$ cat src/rtl/tw_pkg.sv
package tw_pkg;

    typedef enum logic [1:0] {
        WD_OFF  = 2'd0,
        WD_RUN  = 2'd1,
        WD_FIRE = 2'd2
    } wd_state_e;

    localparam int DEF_SEL_W = 3;
    localparam int DEF_CNT_W = 8;

endpackage

$ cat src/rtl/tw_prescaler.sv
module tw_prescaler #(
    parameter int SEL_W = 3,
    parameter int BASE  = 0
) (
    input  logic             clk,
    input  logic             rst_n,
    input  logic             clr,
    input  logic             adv,
    input  logic [SEL_W-1:0] sel,
    output logic             tick
);
    localparam int CW = (1 << SEL_W) - 1 + BASE;

    logic [CW-1:0] cnt;
    logic [CW-1:0] limit;

    always_comb begin
        limit = CW'((32'd1 << (32'(sel) + BASE)) - 32'd1);
        tick  = adv && (cnt >= limit);
    end

    always_ff @(posedge clk or negedge rst_n) begin
        if (!rst_n) begin
            cnt <= '0;
        end else if (clr) begin
            cnt <= '0;
        end else if (adv) begin
            cnt <= tick ? '0 : cnt + CW'(1);
        end
    end

endmodule

$ cat src/rtl/tw_timer.sv
module tw_timer #(
    parameter int W     = 8,
    parameter int SEL_W = 3
) (
    input  logic             clk,
    input  logic             rst_n,
    input  logic             sync_clr,
    input  logic             wr,
    input  logic [W-1:0]     wdata,
    input  logic [SEL_W-1:0] sel,
    output logic [W-1:0]     q,
    output logic             ovf
);
    logic tick;

    tw_prescaler #(.SEL_W(SEL_W), .BASE(1)) u_pre (
        .clk   (clk),
        .rst_n (rst_n),
        .clr   (sync_clr | wr),
        .adv   (1'b1),
        .sel   (sel),
        .tick  (tick)
    );

    always_ff @(posedge clk or negedge rst_n) begin
        if (!rst_n) begin
            q   <= '0;
            ovf <= 1'b0;
        end else if (sync_clr) begin
            q   <= '0;
            ovf <= 1'b0;
        end else if (wr) begin
            q   <= wdata;
            ovf <= 1'b0;
        end else if (tick) begin
            q   <= q + W'(1);
            ovf <= &q;
        end else begin
            ovf <= 1'b0;
        end
    end

    AST_TMR_LOAD: assert property (@(posedge clk) disable iff (!rst_n)
        (wr && !sync_clr) |=> (q == $past(wdata) && !ovf));

    AST_TMR_WRAP: assert property (@(posedge clk) disable iff (!rst_n)
        ((&q) && tick && !wr && !sync_clr) |=> (ovf && q == '0));

    AST_TMR_SYNC_CLR: assert property (@(posedge clk) disable iff (!rst_n)
        sync_clr |=> (q == '0 && !ovf));

endmodule

$ cat src/rtl/tw_watchdog.sv
module tw_watchdog
    import tw_pkg::*;
#(
    parameter int W     = 8,
    parameter int SEL_W = 3
) (
    input  logic             clk,
    input  logic             rst_n,
    input  logic             enable,
    input  logic             clr,
    input  logic             tick_in,
    input  logic [SEL_W-1:0] sel,
    output logic             fire
);
    wd_state_e    state;
    wd_state_e    nxt;
    logic [W-1:0] cnt;
    logic         pre_clr;
    logic         pre_tick;
    logic         expire;

    assign pre_clr = (state != WD_RUN) || !enable || clr;
    assign expire  = pre_tick && (&cnt);

    tw_prescaler #(.SEL_W(SEL_W), .BASE(0)) u_pre (
        .clk   (clk),
        .rst_n (rst_n),
        .clr   (pre_clr),
        .adv   (tick_in && !pre_clr),
        .sel   (sel),
        .tick  (pre_tick)
    );

    always_ff @(posedge clk or negedge rst_n) begin
        if (!rst_n) begin
            cnt <= '0;
        end else if (pre_clr) begin
            cnt <= '0;
        end else if (pre_tick) begin
            cnt <= cnt + W'(1);
        end
    end

    always_comb begin
        nxt = state;
        unique case (state)
            WD_OFF:  nxt = enable ? WD_RUN : WD_OFF;
            WD_RUN: begin
                if (!enable)     nxt = WD_OFF;
                else if (expire) nxt = WD_FIRE;
                else             nxt = WD_RUN;
            end
            WD_FIRE: nxt = enable ? WD_RUN : WD_OFF;
            default: nxt = WD_OFF;
        endcase
    end

    always_ff @(posedge clk or negedge rst_n) begin
        if (!rst_n) state <= WD_OFF;
        else        state <= nxt;
    end

    always_comb begin
        fire = (state == WD_FIRE);
    end

    AST_WD_ONE_PULSE: assert property (@(posedge clk) disable iff (!rst_n)
        fire |=> !fire);

    AST_WD_QUIET_OFF: assert property (@(posedge clk) disable iff (!rst_n)
        !$past(enable) |-> !fire);

    AST_WD_CLR_WINS: assert property (@(posedge clk) disable iff (!rst_n)
        (clr && enable && state == WD_RUN) |=> !fire);

endmodule

$ cat src/rtl/tw_status_flags.sv
module tw_status_flags (
    input  logic clk,
    input  logic rst_n,
    input  logic wd_clr,
    input  logic sleep,
    input  logic wd_rst,
    output logic to,
    output logic pd
);
    always_ff @(posedge clk or negedge rst_n) begin
        if (!rst_n) begin
            to <= 1'b1;
            pd <= 1'b1;
        end else begin
            if (wd_clr)      to <= 1'b1;
            else if (wd_rst) to <= 1'b0;
            if (sleep)       pd <= 1'b0;
            else if (wd_clr) pd <= 1'b1;
        end
    end

    AST_FLAG_CLR: assert property (@(posedge clk) disable iff (!rst_n)
        wd_clr |=> to);

    AST_FLAG_SLEEP: assert property (@(posedge clk) disable iff (!rst_n)
        sleep |=> !pd);

    AST_FLAG_TIMEOUT: assert property (@(posedge clk) disable iff (!rst_n)
        (wd_rst && !wd_clr) |=> !to);

    AST_FLAG_PD_KEEP: assert property (@(posedge clk) disable iff (!rst_n)
        (wd_rst && !wd_clr && !sleep) |=> (pd == $past(pd)));

endmodule

$ cat src/rtl/tmr_wdt_top.sv
module tmr_wdt_top #(
    parameter int TMR_W = 8,
    parameter int WD_W  = 8,
    parameter int SEL_W = 3
) (
    input  logic                 clk,
    input  logic                 rst_n,
    input  logic                 wdt_tick,
    input  logic                 ctl_we,
    input  logic [2*SEL_W:0]     ctl_wdata,
    output logic [2*SEL_W+1:0]   ctl_q,
    input  logic                 tmr_we,
    input  logic [TMR_W-1:0]     tmr_wdata,
    output logic [TMR_W-1:0]     tmr_q,
    output logic                 tmr_ovf,
    input  logic                 wdt_clr,
    input  logic                 sleep_req,
    input  logic                 wdt_en,
    input  logic                 cfg_wdt_allow,
    output logic                 wdt_rst,
    output logic                 flag_to,
    output logic                 flag_pd
);
    localparam int                CTL_W   = 2 * SEL_W + 1;
    localparam logic [CTL_W-1:0] CTL_RST = {1'b0, {(2 * SEL_W){1'b1}}};

    logic [CTL_W-1:0] ctl;
    logic [SEL_W-1:0] tsel;
    logic [SEL_W-1:0] wsel;
    logic             wd_enable;

    always_ff @(posedge clk or negedge rst_n) begin
        if (!rst_n)      ctl <= CTL_RST;
        else if (wdt_rst) ctl <= CTL_RST;
        else if (ctl_we)  ctl <= ctl_wdata;
    end

    assign ctl_q     = {1'b0, ctl};
    assign tsel      = ctl[2*SEL_W-1:SEL_W];
    assign wsel      = ctl[SEL_W-1:0];
    assign wd_enable = wdt_en & cfg_wdt_allow;

    tw_timer #(.W(TMR_W), .SEL_W(SEL_W)) u_timer (
        .clk      (clk),
        .rst_n    (rst_n),
        .sync_clr (wdt_rst),
        .wr       (tmr_we),
        .wdata    (tmr_wdata),
        .sel      (tsel),
        .q        (tmr_q),
        .ovf      (tmr_ovf)
    );

    tw_watchdog #(.W(WD_W), .SEL_W(SEL_W)) u_wdog (
        .clk     (clk),
        .rst_n   (rst_n),
        .enable  (wd_enable),
        .clr     (wdt_clr),
        .tick_in (wdt_tick),
        .sel     (wsel),
        .fire    (wdt_rst)
    );

    tw_status_flags u_flags (
        .clk    (clk),
        .rst_n  (rst_n),
        .wd_clr (wdt_clr),
        .sleep  (sleep_req),
        .wd_rst (wdt_rst),
        .to     (flag_to),
        .pd     (flag_pd)
    );

    AST_CTL_WRITE: assert property (@(posedge clk) disable iff (!rst_n)
        (ctl_we && !wdt_rst) |=> (ctl_q == {1'b0, $past(ctl_wdata)}));

    AST_CTL_RESTORE: assert property (@(posedge clk) disable iff (!rst_n)
        wdt_rst |=> (ctl_q == {1'b0, CTL_RST}));

endmodule

$ cat config.mk
export PLATFORM = sky130hd
export DESIGN_NAME = tmr_wdt_top
export DESIGN_NICKNAME = d
export VERILOG_FILES = /design/src/rtl/tw_pkg.sv /design/src/rtl/tw_prescaler.sv /design/src/rtl/tw_timer.sv /design/src/rtl/tw_watchdog.sv /design/src/rtl/tw_status_flags.sv /design/src/rtl/tmr_wdt_top.sv
export SDC_FILE = /design/constraint.sdc
export NUM_CORES = 1
export LEC_CHECK = 0
export ABC_AREA = 0
export ABC_CLOCK_PERIOD_IN_PS = 4200
export CAP_MARGIN = 20
export CORE_MARGIN = 2
export CORE_UTILIZATION = 50
export CTS_CLUSTER_DIAMETER = 50
export DETAILED_ROUTE_END_ITERATION = 16
export GPL_ROUTABILITY_DRIVEN = 0
export PLACE_DENSITY = 0.76
export SYNTH_ARGS = -nofsm -noshare
export SYNTH_HDL_FRONTEND = slang
export SYNTH_SLANG_ARGS = --single-unit
$ cat constraint.sdc
create_clock -name clk -period 4.2 [get_ports clk]
set_input_delay 1.26 -clock clk [delete_from_list [all_inputs] [get_ports clk]]
set_output_delay 1.26 -clock clk [all_outputs]
set_load 0.005 [all_outputs]
==> results of run 1 <==
placed cells by master, fill, tap and decap left out, drive strengths merged, types with 5 or more instances in the layout:
master         count
a21oi             15
a31oi             11
and3               5
clkbuf             5
clkdlybuf4s50     41
dfrtp             35
dfstp              8
ha                20
inv               10
mux2i              8
nand2             26
nand3             21
nand4              6
nor2              25
o21ai             20
or3               10
or4                5
xor2               6
logic make-up after synthesis:
kind of cell    after synthesis
fa+ha+maj                    20
xor+xnor                      8
flops                        43
compound gates               64
simple gates                111
buf+inv                      23
other cells                   2
mux                           8
power breakdown:
part	switching (mW)	total, mW	internal [mW]	leakage [nW]
registers	0.0294	0.467	0.438	0.545
clock network	0.153	0.390	0.237	0.0644
logic	0.0726	0.156	0.0831	0.732
worst min path at each step:
stage                                           end  slack (ps)  depth (start not counted)
after floorplan           u_wdog.state[0]$_DFF_PN0_         450                          1
after global placement    u_wdog.state[0]$_DFF_PN0_         490                          1
after detailed placement     u_flags.pd$_DFFE_PN1P_         480                          2
after CTS                    u_flags.pd$_DFFE_PN1P_         500                          2
after global routing      u_wdog.state[0]$_DFF_PN0_         540                          1
final                        u_flags.pd$_DFFE_PN1P_         490                          2
layer usage:
metal  track usage (%)  up-vias  wire [um]
met5                 0        -          0
met2              32.1       58       2400
met3              4.76        6        277
met1              27.9     1027       2530
li1                  -     1093          -
met4              6.43        0         68
cell type report:
| cell class | instances | area [um^2] | share of cell area (%) |
|---|---|---|---|
| clock buffer | 5 | 68.8 | 2.18 |
| sequential | 43 | 1090 | 34.5 |
| multi-input combinational | 214 | 1370 | 43.6 |
| clock inverter | 3 | 67.6 | 2.14 |
| inverter | 10 | 37.5 | 1.19 |
| timing repair buffer | 44 | 430 | 13.7 |
| tap | 70 | 87.6 | 2.78 |
state kept, by name (all words and copies together), names as in the netlist:
name               flops
ctl                    7
u_flags.pd             1
u_flags.to             1
u_timer.ovf            1
u_timer.q              8
u_timer.u_pre.cnt      8
u_wdog.cnt             8
u_wdog.state           2
u_wdog.u_pre.cnt       7
stage by stage:
stage / power (mW) / setup WS, ps / utilization [%] / std cells / hold slack (ps)
2_1_floorplan: 0.551 / 1160 / - / 280 / 446
3_3_place_gp: 0.625 / 1080 / 59.8 / 381 / 486
3_5_place_dp: 0.632 / 1030 / 59.8 / 381 / 484
4_1_cts: 1.02 / 998 / 62.5 / 389 / 499
5_1_grt: 1.06 / 843 / 62.5 / 389 / 536
6_report: 1.01 / 1010 / 62.5 / 389 / 494
worst min-delay path, stage by stage, from the launching register on:
cell	delay, ps
dfstp_2	380
nor2_1	80
nor2_1	40
==> metrics.yaml, run 1 <==
placement:
  dpl-instance-area_um2: 3020
  io_buffers: 42
  dp_hpwl_um: 3780
cells_and_area:
  n_fill_cell: 436
  final_area_um2: 3150
  drive_gt1_share_pct: 7.21
  syn_to_final_growth_pct: 22.8
  nNetsFinal: 362
  n_antenna_cell: 0
worst_setup_path:
  path_class: "register to register"
  crit_end: "u_timer.q[5]$_DFFE_PN0P_"
  rr_worst_depth: 12
  crit_path_cell_trace: "or3_1 > ha_1 > nor2_1 > a21oi_1 > nor2_1 > a31oi_1 > ha_1 > nand2_1 > a211o_1 > o221a_2 > or4_1 > a31oi_1"
  required_ps: 4430
  cpPeakStageDelay_ps: 530
  cp.depth: 12
  path_max_fanout: 15
  cp_slowest_cell: "or4_1"
  r2r_setup_slack_ps: 1010
  worst-path-buf-inv: 0
  crit_family: "simple AND/OR/NAND/NOR gates"
  reg2reg_to: "u_timer.q[5]$_DFFE_PN0P_"
  end_kind: "register"
  crit_path_start: "ctl[3]$_DFFE_PN1P_"
  crit_path_start_kind: "register"
  r2r-start: "ctl[3]$_DFFE_PN1P_"
  cp_data_arrival_time_ps: 3420
synthesis:
  synth-main-ff-cell: "dfrtp_1"
  ys_seq_area_share_pct: 42.3
  muxShareOfSynthArea_pct: 3.12
  yosysMostFrequentCell: "dfrtp_1"
  synthTopCellsByCount: "dfrtp_1, nand2_1, nor2_1, ha_1, nand3_1"
  synth-simple-area-share_pct: 22.0
  synth_top_family_by_area: "simple AND/OR/NAND/NOR gates"
  synth-edff-count: 0
  yosysUniqueCellTypes: 44
  syn_area_um2: 2570
  synthXorXnorAreaFrac_pct: 2.73
  yosysTopAreaCellShare_pct: 34.1
  ys_async_sr_fraction_pct: 100
  synth_adder_area_share_pct: 9.75
  ys_warn_count: 0
  syn_avg_cell_area_um2: 9.20
  ys_seq_elements: 43
  synth_cells: 279
  yosys.area.top_type: "dfrtp_1"
  synthTopCellsByArea: "dfrtp_1, ha_1, dfstp_2"
  synth_compound_gate_area_share_pct: 15.5
power_and_ir_drop:
  powerDensity_nw_per_um2: 321
  p_leak_nw: 1.34
  vdd_drop_max_mv: 0.217
min_path:
  hold_class: "register to register"
  worstHoldStart: "u_flags.pd$_DFFE_PN1P_"
floorplan:
  start_util_pct: 50.9
  io_pins: 44
  die_y_um: 75.6
  die_w_um: 75.6
  rows: 26
  core_area_um2: 5040
  design.die.area_um2: 5720
timing:
  relSlewSlack_pct: 39.5
  finalHoldViolCount: 0
  maxSlewViolCount: 0
  worstMarginPinSlew_ps: 907
  max_freq_mhz: 314
  period_share_pct: 75.9
  finalCriticalPeriod_ps: 3190
  finClkSkew_ps: 9.22
  fin_setup_tns_ps: 0
  finalSetupViolations: 0
  rsz0062_at_grt: "no"
route:
  routed-via-count: 2184
  ant_nets: 0
  wl_per_cell_um: 13.6
  wl_um: 5280
  viasPerCell: 5.61
  remaining_drc_errors: 0
  drt_iter0_drc: 78
  drt_pass1_iterations: 4
grt:
  grt_max_degree: 44
  grt_usage_pct: 20.3
  overflow: 0
  first_global_vias: 1964
  antenna_found_initial: 0
  grt_pass1_wl_um: 8740
clock_tree:
  ctsHoldBuffers: 0
  clock-sinks: 43
  cts_setup_buffers: 0
  clockRootBuffer: "clkbuf_8"
  cts_buffer_depth: 2
  clock_latency_ps: 310
  cts_tree: "done"
  postCtsResizedCells: 0
  htreeDepth: 2
  clkTransAtPathRegs_ps: 90
  cts_buffers: 5
status:
  outcome: "finished, final reports clean"
flow_run:
  maxCapViolCount: 0
No activity file was read; power rests on OpenSTA's default activity.
==> run 2, diff against run 1 <==
--- a/config.mk
+++ b/config.mk
@@ -6,10 +6,10 @@
 export NUM_CORES = 1
 export LEC_CHECK = 0
 export ABC_AREA = 0
-export ABC_CLOCK_PERIOD_IN_PS = 4200
+export ABC_CLOCK_PERIOD_IN_PS = 2600
 export CAP_MARGIN = 20
 export CORE_MARGIN = 2
-export CORE_UTILIZATION = 50
+export CORE_UTILIZATION = 48
 export CTS_CLUSTER_DIAMETER = 50
 export DETAILED_ROUTE_END_ITERATION = 16
 export GPL_ROUTABILITY_DRIVEN = 0
==> constraint.sdc (replaced) <==
create_clock -name clk -period 2.6 [get_ports clk]
set_input_delay 0.78 -clock clk [delete_from_list [all_inputs] [get_ports clk]]
set_output_delay 0.78 -clock clk [all_outputs]
set_load 0.005 [all_outputs]
==> metrics.yaml, run 2 (same netlist as run 1, synthesis figures left out) <==
floorplan:
  core_area_um2: 5140
  die_w_um: 77.1
  die_y_um: 77.1
  start_util_pct: 49.9
  design.die.area_um2: 5950
  io_pins: 44
  rows: 26
timing:
  period_share_pct: 114
  hold_slack_ps: 488
  max_freq_mhz: 338
  relSlewSlack_pct: 57.0
  finalHoldViolCount: 0
  worstMarginPinSlew_ps: 643
  maxSlewViolCount: 0
  finalSetupViolations: 17
  finalCriticalPeriod_ps: 2960
  fin_ws_ps: -363
  rsz0062_at_grt: "yes"
  finClkSkew_ps: 9.16
route:
  wl_um: 6190
  wl_per_cell_um: 15.2
  drt_iter0_drc: 147
  viasPerCell: 5.69
  ant_nets: 0
  remaining_drc_errors: 0
  routed-via-count: 2312
  drt_pass1_iterations: 4
grt:
  first_global_vias: 2326
  grt_util_met1_pct: 27.8
  grt_pass1_wl_um: 10400
  grt_max_degree: 44
  grt_usage_pct: 21.8
  use_met3_pct: 4.94
  grt.met2_usage_pct: 34.9
  top_usage_layer: "met2"
  overflow: 0
  antenna_found_initial: 0
status:
  outcome: "complete, but fails checks"
  violations: "setup timing"
worst_setup_path:
  crit_path_start_kind: "register"
  r2r-start: "ctl[5]$_DFFE_PN1P_"
  path_max_fanout: 6
  required_ps: 2830
  crit_path_start: "ctl[5]$_DFFE_PN1P_"
  cp_data_arrival_time_ps: 3190
  path_class: "register to register"
  end_kind: "register"
cells_and_area:
  largestRegisters: "u_timer.q (8), u_timer.u_pre.cnt (8), u_wdog.cnt (8)"
  syn_to_final_growth_pct: 29.6
  final_cell_mix: "clkdlybuf4s50_1, dfrtp_1, nand2_1"
  final_common_cell: "clkdlybuf4s50_1"
  n_antenna_cell: 0
  layoutNonFillerInstCount: 406
  nNetsFinal: 379
  drive_gt1_share_pct: 14.3
power_and_ir_drop:
  powerDensity_nw_per_um2: 457
  vdd_drop_max_mv: 0.209
  p_leak_nw: 1.43
clock_tree:
  cts_tree: "done"
  cts_buffers: 5
  clkTransAtPathRegs_ps: 80
  htreeDepth: 2
  clock-sinks: 43
  clockRootBuffer: "clkbuf_8"
  cts_buffer_depth: 2
  clock_latency_ps: 300
  ctsHoldBuffers: 0
placement:
  io_buffers: 42
  dp_hpwl_um: 4140
  dpl.cell_count: 391
min_path:
  worstHoldStart: "u_wdog.state[0]$_DFF_PN0_"
  hold_class: "register to register"
flow_run:
  maxCapViolCount: 0
[run 2: changes by cell type in the layout (fill, tap and decap cells not counted), sizes merged]
cell	delta
buf	+17
bufinv	-2
clkbuf	+2
clkinv	+1
clkinvlp	-1
[run 2: stage by stage]
| step | TNS, ps | power [mW] | util [%] | cell area [um^2] | setup WS, ps |
|---|---|---|---|---|---|
| 4_1_cts | -1300 | 1.51 | 63.6 | 3270 | -241 |
| 2_1_floorplan | 0 | 0.892 | - | 2570 | 3.04 |
| 6_report | -4200 | 1.52 | 64.7 | 3330 | -363 |
| 5_1_grt | -5880 | 1.60 | 64.7 | 3330 | -418 |
| 3_3_place_gp | -1460 | 1.03 | 60.4 | 3110 | -258 |
| 3_5_place_dp | -2660 | 1.04 | 60.4 | 3110 | -353 |
[run 2: cell type report]
class | instances | area [um^2]
fillers | 468 | 1810
multi-input cells | 214 | 1440
flip-flops and latches | 43 | 1090
repair buffers | 61 | 582
well taps | 70 | 87.6
clock buffers | 7 | 86.3
inverters | 10 | 37.5
clock inverters | 1 | 5.00
[run 2: what timing repair did]
item,CTS,global route
resized for setup,6,9
setup buffers,5,2
setup endpoints to repair,17,17
pin swaps,0,18
[run 2: path summary, 6_finish.rpt]
| kind | end | slack [ps] | cells after the start |
|---|---|---|---|
| min in group asynchronous | u_wdog.cnt[3]$_DFFE_PN0P_ | 540 | 2 |
| max in group asynchronous | u_flags.to$_DFFE_PN1P_ | 1680 | 2 |
| min | u_wdog.state[0]$_DFF_PN0_ | 490 | 1 |
| max reg2reg | u_timer.q[3]$_DFFE_PN0P_ | -360 | 11 |
| max | u_timer.q[3]$_DFFE_PN0P_ | -360 | 11 |
| min reg2reg | u_wdog.state[0]$_DFF_PN0_ | 490 | 1 |
[run 2: where the power goes]
group          internal [mW]  switching, mW
combinational          0.173          0.153
clock                  0.215          0.232
sequential             0.707         0.0393
total                   1.09          0.425
[run 2: metal layers]
| layer | vias up | part of all wire, % |
|---|---|---|
| li1 | 1117 | - |
| met1 | 1111 | 44 |
| met2 | 71 | 48 |
| met3 | 13 | 5.3 |
| met4 | 0 | 2.0 |
| met5 | - | 0 |
[run 2: worst max-delay path: stages (launching register included)]
cell and delay [ps]:
dfstp_2 380, or3_4 390, ha_4 180, buf_4 140, xor2_1 160, ha_1 280, o21ai_1 70, a211o_1 320
o221a_4 320, buf_4 150, or3_1 330, a31oi_1 160
==> run 3, diff against run 2 <==
--- a/config.mk
+++ b/config.mk
@@ -6,7 +6,7 @@
 export NUM_CORES = 1
 export LEC_CHECK = 0
 export ABC_AREA = 0
-export ABC_CLOCK_PERIOD_IN_PS = 2600
+export ABC_CLOCK_PERIOD_IN_PS = 2700
 export CAP_MARGIN = 20
 export CORE_MARGIN = 2
 export CORE_UTILIZATION = 48
@@ -16,4 +16,5 @@
 export PLACE_DENSITY = 0.76
 export SYNTH_ARGS = -nofsm -noshare
 export SYNTH_HDL_FRONTEND = slang
+export SYNTH_HIERARCHICAL = 1
 export SYNTH_SLANG_ARGS = --single-unit
==> constraint.sdc (replaced) <==
create_clock -name clk -period 2.7 [get_ports clk]
set_input_delay 0.81 -clock clk [delete_from_list [all_inputs] [get_ports clk]]
set_output_delay 0.81 -clock clk [all_outputs]
set_load 0.005 [all_outputs]
==> metrics.yaml, run 3 <==
power_and_ir_drop:
  switchingPower_mw: 0.377
  power_frac_clock_pct: 29.8
  vdd_drop_max_mv: 0.234
  p_sw_share_pct: 27.4
  powerDensity_nw_per_um2: 393
  p_leak_nw: 1.55
  intPower_mw: 1.00
  p_comb_share_pct: 18.5
  power.sequential.fraction_pct: 51.7
floorplan:
  die_w_um: 78.3
  core_area_um2: 5410
  rows: 27
  start_util_pct: 49.0
  io_pins: 44
  die_y_um: 78.3
  design.die.area_um2: 6130
placement:
  dp_slack_ps: -378
  dpl-instance-area_um2: 3330
  io_buffers: 42
  dpl.cell_count: 405
  dp_hpwl_um: 4260
clock_tree:
  clkTransAtPathRegs_ps: 90
  clock-sinks: 43
  clockRootBuffer: "clkbuf_8"
  cts_tree: "done"
  cts_buffers: 5
  clock_latency_ps: 300
  ctsHoldBuffers: 0
  cts_buffer_depth: 2
  htreeDepth: 2
cells_and_area:
  n_fill_cell: 444
  nNetsFinal: 385
  final_common_cell: "clkdlybuf4s50_1"
  drive_gt1_share_pct: 22.2
  largestRegisters: "u_timer/q (8), u_timer/u_pre/cnt (8), u_wdog/cnt (8)"
  final_cell_mix: "clkdlybuf4s50_1, dfrtp_1, buf_4, nand2_1, nor2_1"
  n_antenna_cell: 0
  layoutNonFillerInstCount: 415
  final_area_um2: 3500
  syn_to_final_growth_pct: 32.2
min_path:
  hold_class: "register to register"
route:
  drt_iter0_drc: 108
  routed-via-count: 2253
  ant_nets: 0
  wl_um: 5890
  remaining_drc_errors: 0
  viasPerCell: 5.43
  wl_per_cell_um: 14.2
  drt_pass1_iterations: 5
synthesis:
  synth_cells: 270
  ys_warn_count: 6
  synthTopCellsByArea: "dfrtp_1, ha_1, dfstp_2"
  synthTopCellsByCount: "dfrtp_1, nand2_1, nor2_1, ha_1, nand3_1"
  ys_async_sr_fraction_pct: 100
  ys_seq_elements: 43
  yosysUniqueCellTypes: 55
  yosysTopAreaCellShare_pct: 33.1
  yosys.area.top_type: "dfrtp_1"
  synth-main-ff-cell: "dfrtp_1"
  yosysMostFrequentCell: "dfrtp_1"
  ys_seq_area_share_pct: 41.0
  synth-edff-count: 0
  syn_avg_cell_area_um2: 9.81
  syn_area_um2: 2650
timing:
  finalCriticalPeriod_ps: 2630
  finalSetupViolations: 0
  maxSlewViolCount: 0
  finalHoldViolCount: 0
  finClkSkew_ps: 12.1
  worstMarginPinSlew_ps: 570
  period_share_pct: 97.5
  max_freq_mhz: 380
  fin_setup_tns_ps: 0
  fin_ws_ps: 68.5
  relSlewSlack_pct: 62.0
worst_setup_path:
  reg2reg_to: "u_timer/q[7]$_DFFE_PN0P_"
  cp_data_arrival_time_ps: 2850
  cpPeakStageDelay_ps: 460
  required_ps: 2920
  end_kind: "register"
  crit_path_start: "wdt_clr"
  path_max_fanout: 4
  worst-path-buf-inv: 1
  r2r_setup_slack_ps: 130
  crit_path_cell_trace: "clkdlybuf4s50_1 > or2_4 > nor2_4 > and4_1 > o21ai_2 > o21ai_4 > nand4_4 > or3_4 > a21oi_2"
  r2r-start: "ctl[5]$_DFFE_PN1P_"
  rr_worst_depth: 10
  crit_end: "u_wdog/cnt[7]$_DFFE_PN0P_"
  crit_path_start_kind: "input pin"
  cp_slowest_cell: "clkdlybuf4s50_1"
  crit_family: "simple AND/OR/NAND/NOR gates"
  path_class: "input pin to register"
  cp.depth: 9
grt:
  first_global_vias: 2142
  grt_pass1_wl_um: 9800
  antenna_found_initial: 0
  grt_usage_pct: 19.9
  grt_max_degree: 44
  overflow: 0
status:
  outcome: "finished, final reports clean"
flow_run:
  maxCapViolCount: 0
==> run 3: cell count changes after synthesis, moves of 4 or more <==
| cell | change |
|---|---|
| nor2b_1 | +5 |
| o21ai_0 | -8 |
| xor2_1 | +4 |
| or4_1 | -5 |
| nor3_1 | +4 |
| mux2i_1 | -5 |
| nand3_1 | -7 |
| clkbuf_1 | -4 |
| a21oi_1 | -4 |
| a31oi_1 | -8 |
==> run 3: through the flow <==
step,power [mW],hold WS (ps),utilization (%)
final,1.38,491,64.8
after global routing,1.45,504,64.8
after CTS,1.38,487,63.6
after detailed placement,0.968,469,61.6
after global placement,0.961,464,61.6
after floorplan,0.839,440,-
==> run 3: power groups by stage <==
| stage | sequential (mW) | combinational [mW] | clock [mW] |
|---|---|---|---|
| after floorplan | 0.720 | 0.119 | 0 |
| after global placement | 0.723 | 0.238 | 0 |
| after detailed placement | 0.724 | 0.244 | 0 |
| after CTS | 0.712 | 0.246 | 0.425 |
| after global routing | 0.718 | 0.282 | 0.448 |
| final | 0.712 | 0.255 | 0.410 |
==> run 3: logic make-up after synthesis <==
group,Yosys count,share of synthesized area (%)
adder cells (fa/ha/maj),19,8.97
XOR/XNOR,12,3.97
buffers and inverters,15,2.60
multiplexers,4,1.56
AND/OR/NAND/NOR,116,24.0
AO/OA/AOI/OAI,58,17.5
other,3,0.425
flip-flops,43,41.0
==> run 3: metal layers <==
metal / global-route usage (%) / up-vias / wire length, um / part of all wire [%]
met3: 3.22 / 7 / 185 / 3.1
met1: 26.2 / 1090 / 2700 / 46
met5: 0 / - / 0 / 0
li1: - / 1109 / - / -
met2: 33.8 / 47 / 2920 / 50
met4: 6.14 / 0 / 85 / 1.4
==> run 3: cell type report <==
type | instances | area (um^2) | share of cell area [%]
well taps | 72 | 90.1 | 2.57
clock buffers | 6 | 72.6 | 2.07
flip-flops and latches | 43 | 1090 | 31.0
multi-input cells | 219 | 1620 | 46.2
inverters | 8 | 30.0 | 0.857
clock inverters | 2 | 12.5 | 0.357
repair buffers | 65 | 593 | 16.9
==> run 3: repair_timing <==
| item | CTS | global route |
|---|---|---|
| gates resized for setup | 4 | 14 |
| setup endpoints to repair | 5 | 13 |
| setup buffers | 1 | 1 |
| gates cloned | 0 | 0 |
| pin swaps | 2 | 9 |
==> run 3: how the worst min path moves through the flow <==
stage / from / end / slack (ps) / cells past startpoint
after floorplan: u_wdog/state[0]$_DFF_PN0_ / u_wdog/state[0]$_DFF_PN0_ / 440 / 1
after global placement: u_wdog/state[0]$_DFF_PN0_ / u_wdog/state[0]$_DFF_PN0_ / 460 / 1
after detailed placement: u_wdog/state[0]$_DFF_PN0_ / u_wdog/state[0]$_DFF_PN0_ / 470 / 1
after CTS: u_wdog/state[0]$_DFF_PN0_ / u_wdog/state[0]$_DFF_PN0_ / 490 / 1
after global routing: u_wdog/state[0]$_DFF_PN0_ / u_wdog/state[0]$_DFF_PN0_ / 500 / 1
final: u_wdog/state[0]$_DFF_PN0_ / u_wdog/state[0]$_DFF_PN0_ / 490 / 1
==> run 3: worst register-to-register path: stages, from the launching register on <==
cell and delay [ps]:
dfstp_2 590, buf_4 140, nor2_1 50, ha_1 260, o21ai_0 80, nand2b_1 180, a31oi_4 140, nor2b_2 220
nand4_2 180, or3_1 370, a311oi_1 240
